## config.mk

```make
export PLATFORM = sky130hd
export DESIGN_NAME = cec_tx_stager
export DESIGN_NICKNAME = d
export VERILOG_FILES = /design/src/rtl/cec_tx_pkg.sv /design/src/rtl/cec_tx_regs.sv /design/src/rtl/cec_tx_seq.sv /design/src/rtl/cec_tx_irq.sv /design/src/rtl/cec_tx_stager.sv
export SDC_FILE = /design/constraint.sdc
export NUM_CORES = 1
export LEC_CHECK = 0
export CORE_AREA = 2 2 171 173
export CTS_CLUSTER_DIAMETER = 120
export DETAILED_ROUTE_END_ITERATION = 10
export DIE_AREA = 0 0 173 175
export DONT_BUFFER_PORTS = 1
export SLEW_MARGIN = 20
export SYNTH_ARGS = -nofsm -noshare
export SYNTH_HDL_FRONTEND = slang
export SYNTH_SLANG_ARGS = --single-unit
```

## constraint.sdc

```tcl
create_clock -name clk -period 2.9 [get_ports clk]
set_input_delay 0.58 -clock clk [delete_from_list [all_inputs] [get_ports clk]]
set_output_delay 0.58 -clock clk [all_outputs]
set_load 0.005 [all_outputs]
```

## src/rtl/cec_tx_pkg.sv

```systemverilog
// Package: register addresses and sequencer state shared by the stager blocks.
// Assumes a 5-bit word address and byte-wide registers.
package cec_tx_pkg;
    localparam int ADDR_W = 5;
    localparam int BYTE_W = 8;
    localparam int CNT_W  = 4;
    localparam int TRY_W  = 3;

    localparam logic [ADDR_W-1:0] A_INIT   = 5'h00;
    localparam logic [ADDR_W-1:0] A_DEST   = 5'h01;
    localparam logic [ADDR_W-1:0] A_OPCODE = 5'h02;
    localparam logic [ADDR_W-1:0] A_COUNT  = 5'h03;
    localparam logic [ADDR_W-1:0] A_CTRL   = 5'h04;
    localparam logic [ADDR_W-1:0] A_STAT0  = 5'h05;
    localparam logic [ADDR_W-1:0] A_STAT1  = 5'h06;
    localparam logic [ADDR_W-1:0] A_EN0    = 5'h07;
    localparam logic [ADDR_W-1:0] A_EN1    = 5'h08;
    localparam logic [ADDR_W-1:0] A_OPND0  = 5'h10;

    localparam int DONE_BIT = 5;
    localparam int FAIL_BIT = 1;

    typedef enum logic [0:0] {
        SEQ_IDLE = 1'b0,
        SEQ_SEND = 1'b1
    } seq_state_e;
endpackage

```

## src/rtl/cec_tx_regs.sv

```systemverilog
// Staging register file: initiator, destination, opcode, count, operands,
// retry limit and flush control. Accepts writes only while idle and not
// flushing; produces the one-cycle start request. Assumes MAX_OPS <= 15.
module cec_tx_regs
    import cec_tx_pkg::*;
#(
    parameter int MAX_OPS = 14
) (
    input  logic                            clk,
    input  logic                            rst_n,
    input  logic                            wr,
    input  logic [ADDR_W-1:0]               addr,
    input  logic [BYTE_W-1:0]               wdata,
    input  logic                            busy,
    input  logic                            fail_evt,
    input  logic [TRY_W-1:0]                fail_tries,
    output logic [3:0]                      init_q,
    output logic [BYTE_W-1:0]               dest_q,
    output logic [BYTE_W-1:0]               opcode_q,
    output logic [MAX_OPS-1:0][BYTE_W-1:0]  opnd_q,
    output logic [CNT_W-1:0]                count_q,
    output logic                            poll_q,
    output logic [TRY_W-1:0]                retry_q,
    output logic                            flush_q,
    output logic                            start
);
    localparam logic [CNT_W-1:0] CNT_MAX = CNT_W'(MAX_OPS);

    logic             idle_wr;
    logic [CNT_W-1:0] cnt_clamped;

    // Writes land only when no frame is in flight and no flush is pending.
    assign idle_wr     = wr && !busy && !flush_q;
    assign cnt_clamped = (wdata[CNT_W-1:0] > CNT_MAX) ? CNT_MAX : wdata[CNT_W-1:0];

    // Start request: go bit on a count write, or header-only flag on a destination write.
    assign start = idle_wr && (((addr == A_COUNT) && wdata[4]) ||
                               ((addr == A_DEST)  && wdata[7]));

    // Staging storage, flush clearing and failure attempt report.
    always_ff @(posedge clk) begin
        if (!rst_n) begin
            init_q   <= '0;
            dest_q   <= '0;
            opcode_q <= '0;
            opnd_q   <= '0;
            count_q  <= '0;
            poll_q   <= 1'b0;
            retry_q  <= '0;
            flush_q  <= 1'b0;
        end else begin
            if (flush_q) begin
                opcode_q <= '0;
                opnd_q   <= '0;
                count_q  <= '0;
                flush_q  <= 1'b0;
            end else if (idle_wr) begin
                case (addr)
                    A_INIT:   init_q <= wdata[3:0];
                    A_DEST: begin
                        dest_q <= wdata;
                        if (wdata[7]) poll_q <= 1'b1;
                    end
                    A_OPCODE: opcode_q <= wdata;
                    A_COUNT: begin
                        count_q <= cnt_clamped;
                        if (wdata[4]) poll_q <= 1'b0;
                    end
                    A_CTRL: begin
                        retry_q <= wdata[6:4];
                        flush_q <= wdata[7];
                    end
                    default: begin
                        for (int k = 0; k < MAX_OPS; k++) begin
                            if (addr == A_OPND0 + ADDR_W'(k)) opnd_q[k] <= wdata;
                        end
                    end
                endcase
            end
            if (fail_evt) retry_q <= fail_tries;
        end
    end
endmodule

```

## src/rtl/cec_tx_seq.sv

```systemverilog
// Frame sequencer: walks the byte index of the staged frame, consumes one
// byte per byte_done, restarts from the header after a failed attempt and
// stops after the last allowed attempt. Assumes staging is frozen while busy.
module cec_tx_seq
    import cec_tx_pkg::*;
#(
    parameter int IDX_W = 5
) (
    input  logic              clk,
    input  logic              rst_n,
    input  logic              start,
    input  logic              poll,
    input  logic [CNT_W-1:0]  count,
    input  logic [TRY_W-1:0]  retry_lim,
    input  logic              byte_done,
    input  logic              byte_nack,
    input  logic              arb_lost,
    output logic              busy,
    output logic [IDX_W-1:0]  idx,
    output logic              last,
    output logic              done_evt,
    output logic              fail_evt,
    output logic [TRY_W-1:0]  tries_q
);
    seq_state_e       state_q;
    logic [IDX_W-1:0] last_idx;
    logic             bad;

    // Final byte index: header only, or header + opcode + count operands.
    assign last_idx = poll ? '0 : (IDX_W'(count) + IDX_W'(1));
    assign busy     = (state_q == SEQ_SEND);
    assign last     = busy && (idx == last_idx);
    assign bad      = busy && byte_done && (byte_nack || arb_lost);
    assign done_evt = busy && byte_done && !(byte_nack || arb_lost) && last;
    assign fail_evt = bad && (tries_q == retry_lim);

    // Attempt and byte-position tracking.
    always_ff @(posedge clk) begin
        if (!rst_n) begin
            state_q <= SEQ_IDLE;
            idx     <= '0;
            tries_q <= '0;
        end else if (!busy) begin
            if (start) begin
                state_q <= SEQ_SEND;
                idx     <= '0;
                tries_q <= '0;
            end
        end else if (byte_done) begin
            if (bad) begin
                if (tries_q == retry_lim) begin
                    state_q <= SEQ_IDLE;
                end else begin
                    tries_q <= tries_q + TRY_W'(1);
                    idx     <= '0;
                end
            end else if (last) begin
                state_q <= SEQ_IDLE;
            end else begin
                idx <= idx + IDX_W'(1);
            end
        end
    end
endmodule

```

## src/rtl/cec_tx_irq.sv

```systemverilog
// Interrupt flags: success and exhaustion flags with write-one-to-clear,
// their enable registers, and the combined interrupt line. A set event
// in the same cycle as a clear leaves the flag set.
module cec_tx_irq
    import cec_tx_pkg::*;
(
    input  logic               clk,
    input  logic               rst_n,
    input  logic               wr,
    input  logic [ADDR_W-1:0]  addr,
    input  logic [BYTE_W-1:0]  wdata,
    input  logic               done_evt,
    input  logic               fail_evt,
    output logic               done_st,
    output logic               fail_st,
    output logic [BYTE_W-1:0]  en0_q,
    output logic [BYTE_W-1:0]  en1_q,
    output logic               irq
);
    logic clr_done, clr_fail;

    assign clr_done = wr && (addr == A_STAT0) && wdata[DONE_BIT];
    assign clr_fail = wr && (addr == A_STAT1) && wdata[FAIL_BIT];

    // Flag set/clear and enable storage.
    always_ff @(posedge clk) begin
        if (!rst_n) begin
            done_st <= 1'b0;
            fail_st <= 1'b0;
            en0_q   <= '0;
            en1_q   <= '0;
        end else begin
            done_st <= done_evt || (done_st && !clr_done);
            fail_st <= fail_evt || (fail_st && !clr_fail);
            if (wr && (addr == A_EN0)) en0_q <= wdata;
            if (wr && (addr == A_EN1)) en1_q <= wdata;
        end
    end

    assign irq = (done_st && en0_q[DONE_BIT]) || (fail_st && en1_q[FAIL_BIT]);
endmodule

```

## src/rtl/cec_tx_stager.sv

```systemverilog
// Top of the transmit frame stager: ties the staging registers, the frame
// sequencer and the interrupt flags together, selects the byte offered to
// the line engine and decodes register reads. Assumes the line engine
// samples byte_nack and arb_lost only with byte_done.
module cec_tx_stager
    import cec_tx_pkg::*;
#(
    parameter int MAX_OPS = 14
) (
    input  logic               clk,
    input  logic               rst_n,
    input  logic               reg_wr,
    input  logic [4:0]         reg_addr,
    input  logic [7:0]         reg_wdata,
    output logic [7:0]         reg_rdata,
    output logic               tx_valid,
    output logic [7:0]         tx_byte,
    output logic               tx_last,
    input  logic               byte_done,
    input  logic               byte_nack,
    input  logic               arb_lost,
    output logic               irq
);
    localparam int IDX_W = $clog2(MAX_OPS + 3);

    logic [3:0]                      init_q;
    logic [BYTE_W-1:0]               dest_q;
    logic [BYTE_W-1:0]               opcode_q;
    logic [MAX_OPS-1:0][BYTE_W-1:0]  opnd_q;
    logic [CNT_W-1:0]                count_q;
    logic                            poll_q;
    logic [TRY_W-1:0]                retry_q;
    logic                            flush_q;
    logic                            start;
    logic                            busy;
    logic [IDX_W-1:0]                idx;
    logic                            done_evt, fail_evt;
    logic [TRY_W-1:0]                tries_q;
    logic                            done_st, fail_st;
    logic [BYTE_W-1:0]               en0_q, en1_q;
    logic [BYTE_W-1:0]               hdr_w;

    cec_tx_regs #(.MAX_OPS(MAX_OPS)) u_regs (
        .clk(clk), .rst_n(rst_n), .wr(reg_wr), .addr(reg_addr), .wdata(reg_wdata),
        .busy(busy), .fail_evt(fail_evt), .fail_tries(tries_q),
        .init_q(init_q), .dest_q(dest_q), .opcode_q(opcode_q), .opnd_q(opnd_q),
        .count_q(count_q), .poll_q(poll_q), .retry_q(retry_q), .flush_q(flush_q),
        .start(start)
    );

    cec_tx_seq #(.IDX_W(IDX_W)) u_seq (
        .clk(clk), .rst_n(rst_n), .start(start), .poll(poll_q), .count(count_q),
        .retry_lim(retry_q), .byte_done(byte_done), .byte_nack(byte_nack),
        .arb_lost(arb_lost), .busy(busy), .idx(idx), .last(tx_last),
        .done_evt(done_evt), .fail_evt(fail_evt), .tries_q(tries_q)
    );

    cec_tx_irq u_irq (
        .clk(clk), .rst_n(rst_n), .wr(reg_wr), .addr(reg_addr), .wdata(reg_wdata),
        .done_evt(done_evt), .fail_evt(fail_evt), .done_st(done_st),
        .fail_st(fail_st), .en0_q(en0_q), .en1_q(en1_q), .irq(irq)
    );

    assign hdr_w    = {init_q, dest_q[3:0]};
    assign tx_valid = busy;

    // Byte selection: header, opcode, then operands by sequencer index.
    always_comb begin
        tx_byte = '0;
        if (idx == '0) begin
            tx_byte = hdr_w;
        end else if (idx == IDX_W'(1)) begin
            tx_byte = opcode_q;
        end else begin
            for (int k = 0; k < MAX_OPS; k++) begin
                if (idx == IDX_W'(k + 2)) tx_byte = opnd_q[k];
            end
        end
    end

    // Register read decode.
    always_comb begin
        reg_rdata = '0;
        case (reg_addr)
            A_INIT:   reg_rdata = {4'b0, init_q};
            A_DEST:   reg_rdata = dest_q;
            A_OPCODE: reg_rdata = opcode_q;
            A_COUNT:  reg_rdata = {{(BYTE_W-CNT_W){1'b0}}, count_q};
            A_CTRL:   reg_rdata = {flush_q, retry_q, 3'b0, busy};
            A_STAT0:  reg_rdata = BYTE_W'(done_st) << DONE_BIT;
            A_STAT1:  reg_rdata = BYTE_W'(fail_st) << FAIL_BIT;
            A_EN0:    reg_rdata = en0_q;
            A_EN1:    reg_rdata = en1_q;
            default: begin
                for (int k = 0; k < MAX_OPS; k++) begin
                    if (reg_addr == A_OPND0 + ADDR_W'(k)) reg_rdata = opnd_q[k];
                end
            end
        endcase
    end
endmodule

```

==> run summary <==
Outcome -> complete, but fails checks
Failing checks -> setup timing
PwrDens -> 439 mW/mm^2
PortBufs -> 0
Crit path kind -> reg -> out
Multi-input gate area -> 0.00635 sq mm
Final ANT Viol Nets -> 0
Terminus of the critical flop-to-flop path -> u_seq.idx[3]$_SDFFE_PN0P_
Total CTS buffers -> 17
Yosys cell types -> 82
Data arrival, critical path -> 2470 ps
Worst hold stages -> 1
CTS tree -> built
Psw -> 0.00130 W
# clock sinks -> 168
Primary FF master, synth -> dfxtp_1
Post-Syn Area -> 0.00980 sq mm
Post-Layout Cell Count -> 1703
Placed Instances -> 1655
H-tree depth -> 4
Seq pwr share -> 0.449
Setup crit end -> tx_byte[2]
Clock slew at reported path FFs -> 70 ps
Static leakage -> 3.98 nW
Startpoint types -> flop
Top-area cell type share of the netlist area -> 0.343
# DRC -> 0
Final hold violation count -> 0
Synth Area per Inst -> 7.65 sq um
Post-synth net total -> 1306
Sw frac -> 0.250
Most instantiated library cell after synthesis -> nand2_1
Worst slack, placed -> 16.8 ps
Cell taking the most area after synthesis -> dfxtp_1
Fmax -> 0.328 GHz
Synth cell count leaders -> 191 x nand2_1, 168 x dfxtp_1, 147 x a21oi_1
WP data required -> 2320 ps
Share of layout cells above drive strength 1 -> 0.195
DRT Wirelength -> 41000 microns
CTS Buffer Depth -> 2
Crit. End Element -> primary output
Via count of the first global-routing pass -> 9443
Ratio of final minimum period to clock period -> 1.05
Max Fanout on Critical Path -> 7
P&R area growth vs syn -> 21.1%
Row count -> 62
Reg2reg start -> u_regs.count_q[0]$_SDFFE_PP0P_
Unrepaired setup endpoints after global routing -> yes
Clock latency on the worst-skew pair -> 440 ps
DR iter-0 viols -> 1311
CTS root buffer -> clkbuf_16
Ys async rst share -> 0
Global-route wire length before repair -> 60700 microns
Reg2Reg Depth -> 7
Seq/Total Area, Yosys -> 0.343
ANT cells -> 0
Placer Congestion -> 0.962
IO Pins -> 38
Critical path startpoint -> u_seq.idx[2]$_SDFFE_PN0P_
Slew Limit Fails -> 0
FF-to-FF setup slack -> 590 ps
Die X -> 173 microns
Ranking of synthesized cells by area -> dfxtp_1 34%, a21oi_1 7.5%, nand2_1 7.3%
Vias -> 10300
Gate power share -> 0.064
Final #Nets -> 1332
Avg WL per Cell -> 24.1 microns
Storage element area -> 0.00338 sq mm
GRT Residual Overflow -> 0
Chip height -> 175 microns
Hold Path Class -> in -> reg
IR Drop Worst-Case VDD -> 0.000422 V
Tot Pwr -> 0.00521 W
Rel. slew slack -> 0.553
Synth Register Bits -> 168
Period minus WS final -> 3050 ps
Dpl hpwl -> 29100 microns
Post-synth EDFFs -> 0
Pre-antenna DRT Iters -> 5
DR vias/cell -> 6.07
Initial antenna violation count -> 0
Cell-internal power -> 0.00391 W
Pin count of the biggest net entering global routing -> 77
Core Area -> 0.0284 sq mm
Area of the die -> 0.0303 sq mm
Proportion of power drawn by the clock network -> 0.487
Gr usage total -> 0.264
Cells after Synth -> 1280
Worst-Margin Slew -> 668 ps
Starting density of the core -> 0.345
Ys Warns -> 0
# hold bufs at CTS -> 0
Clk_skew -> 8.73 ps
Maximum capacitance violations -> 0
Setup ws final -> -148 ps
Layout fillers -> 2899
Final setup vio count -> 7
## power groups by stage
stage          clock, W  sequential [W]  combinational, W
3_3_place_gp          0         0.00240          0.000314
4_1_cts         0.00257         0.00234          0.000321
3_5_place_dp          0         0.00240          0.000314
5_1_grt         0.00266         0.00234          0.000354
6_report        0.00254         0.00234          0.000331
2_1_floorplan         0         0.00239          0.000282
## worst min-delay path by stage
stage / from / end / slack, ps
global placement: u_irq.en1_q[3]$_SDFFE_PN0P_ / u_irq.en1_q[3]$_SDFFE_PN0P_ / 450
finish: byte_done / u_seq.busy$_SDFF_PN0_ / 220
CTS: byte_done / u_seq.busy$_SDFF_PN0_ / 210
floorplan: u_regs.opnd_q[16]$_SDFFE_PP0P_ / u_regs.opnd_q[16]$_SDFFE_PP0P_ / 440
global route: byte_done / u_seq.busy$_SDFF_PN0_ / 220
detailed placement: u_irq.en0_q[0]$_SDFFE_PN0P_ / u_irq.en0_q[0]$_SDFFE_PN0P_ / 460
## stage by stage
step	hold slack, ps	instance area (sq um)	setup TNS, ps	util
2_1_floorplan	441	9800	0	-
3_3_place_gp	451	10600	0	0.374
3_5_place_dp	460	10600	0	0.374
4_1_cts	214	11600	-860	0.410
5_1_grt	222	11900	-1380	0.418
6_report	224	11900	-826	0.418
## metal layers
| layer | global-route usage | vias to the layer above | share of wire |
|---|---|---|---|
| met5 | 0 | - | 0 |
| met4 | 0.104 | 0 | 0.038 |
| li1 | - | 4727 | - |
| met1 | 0.371 | 4988 | 0.44 |
| met3 | 0.0568 | 90 | 0.094 |
| met2 | 0.393 | 534 | 0.42 |
## state kept, by name (all words and copies together) (netlist names)
| name | flops |
|---|---|
| u_regs.opnd_q | 112 |
| u_irq.en0_q | 8 |
| u_irq.en1_q | 8 |
| u_regs.dest_q | 8 |
| u_regs.opcode_q | 8 |
| u_seq.idx | 5 |
| u_regs.count_q | 4 |
| u_regs.init_q | 4 |
| u_regs.retry_q | 3 |
| u_seq.tries_q | 3 |
| u_irq.done_st | 1 |
| u_irq.fail_st | 1 |
| u_regs.flush_q | 1 |
| u_regs.poll_q | 1 |
| u_seq.busy | 1 |
## final cells by class
cell class	instances	area share
Clock buffer	18	0.0362
Clock inverter	14	0.0177
Inverter	15	0.00548
Multi-Input combinational cell	990	0.535
Sequential cell	168	0.285
Tap cell	384	0.0405
Timing Repair Buffer	114	0.0799
## layout by cell type, fill, tap and decap left out, types with 15 or more instances in the layout
cell	count
nor2_1	94
a21boi_0	28
mux2i_1	47
clkbuf_16	17
dfxtp_1	163
nand2_1	190
o21ai_0	32
buf_4	101
nand3_1	136
a21oi_1	141
nor2b_1	15
nor3_1	18
## worst max-delay path, cell delays in order (launching register included)
cell	delay, ps
dfxtp_4	380
buf_6	150
or4bb_4	570
nor2_4	150
a221oi_2	60
o211ai_1	160
a31oi_2	190
o31ai_2	220
buf_4	150
## logic make-up after synthesis
group                    Yosys count  share of synthesized area
AND/OR/NAND/NOR                  555                      0.276
multiplexers                      64                     0.0790
flip-flops                       168                      0.343
AO/OA/AOI/OAI                    357                      0.234
XOR/XNOR                           7                    0.00626
adder cells (fa/ha/maj)            7                    0.00894
buffers and inverters            122                     0.0524
## timing repair
item	CTS	global route
setup buffers	4	13
gates resized for setup	86	30
endpoints found under the setup margin	8	9
pin swaps	24	22
Power figures use the tool's default switching activity.
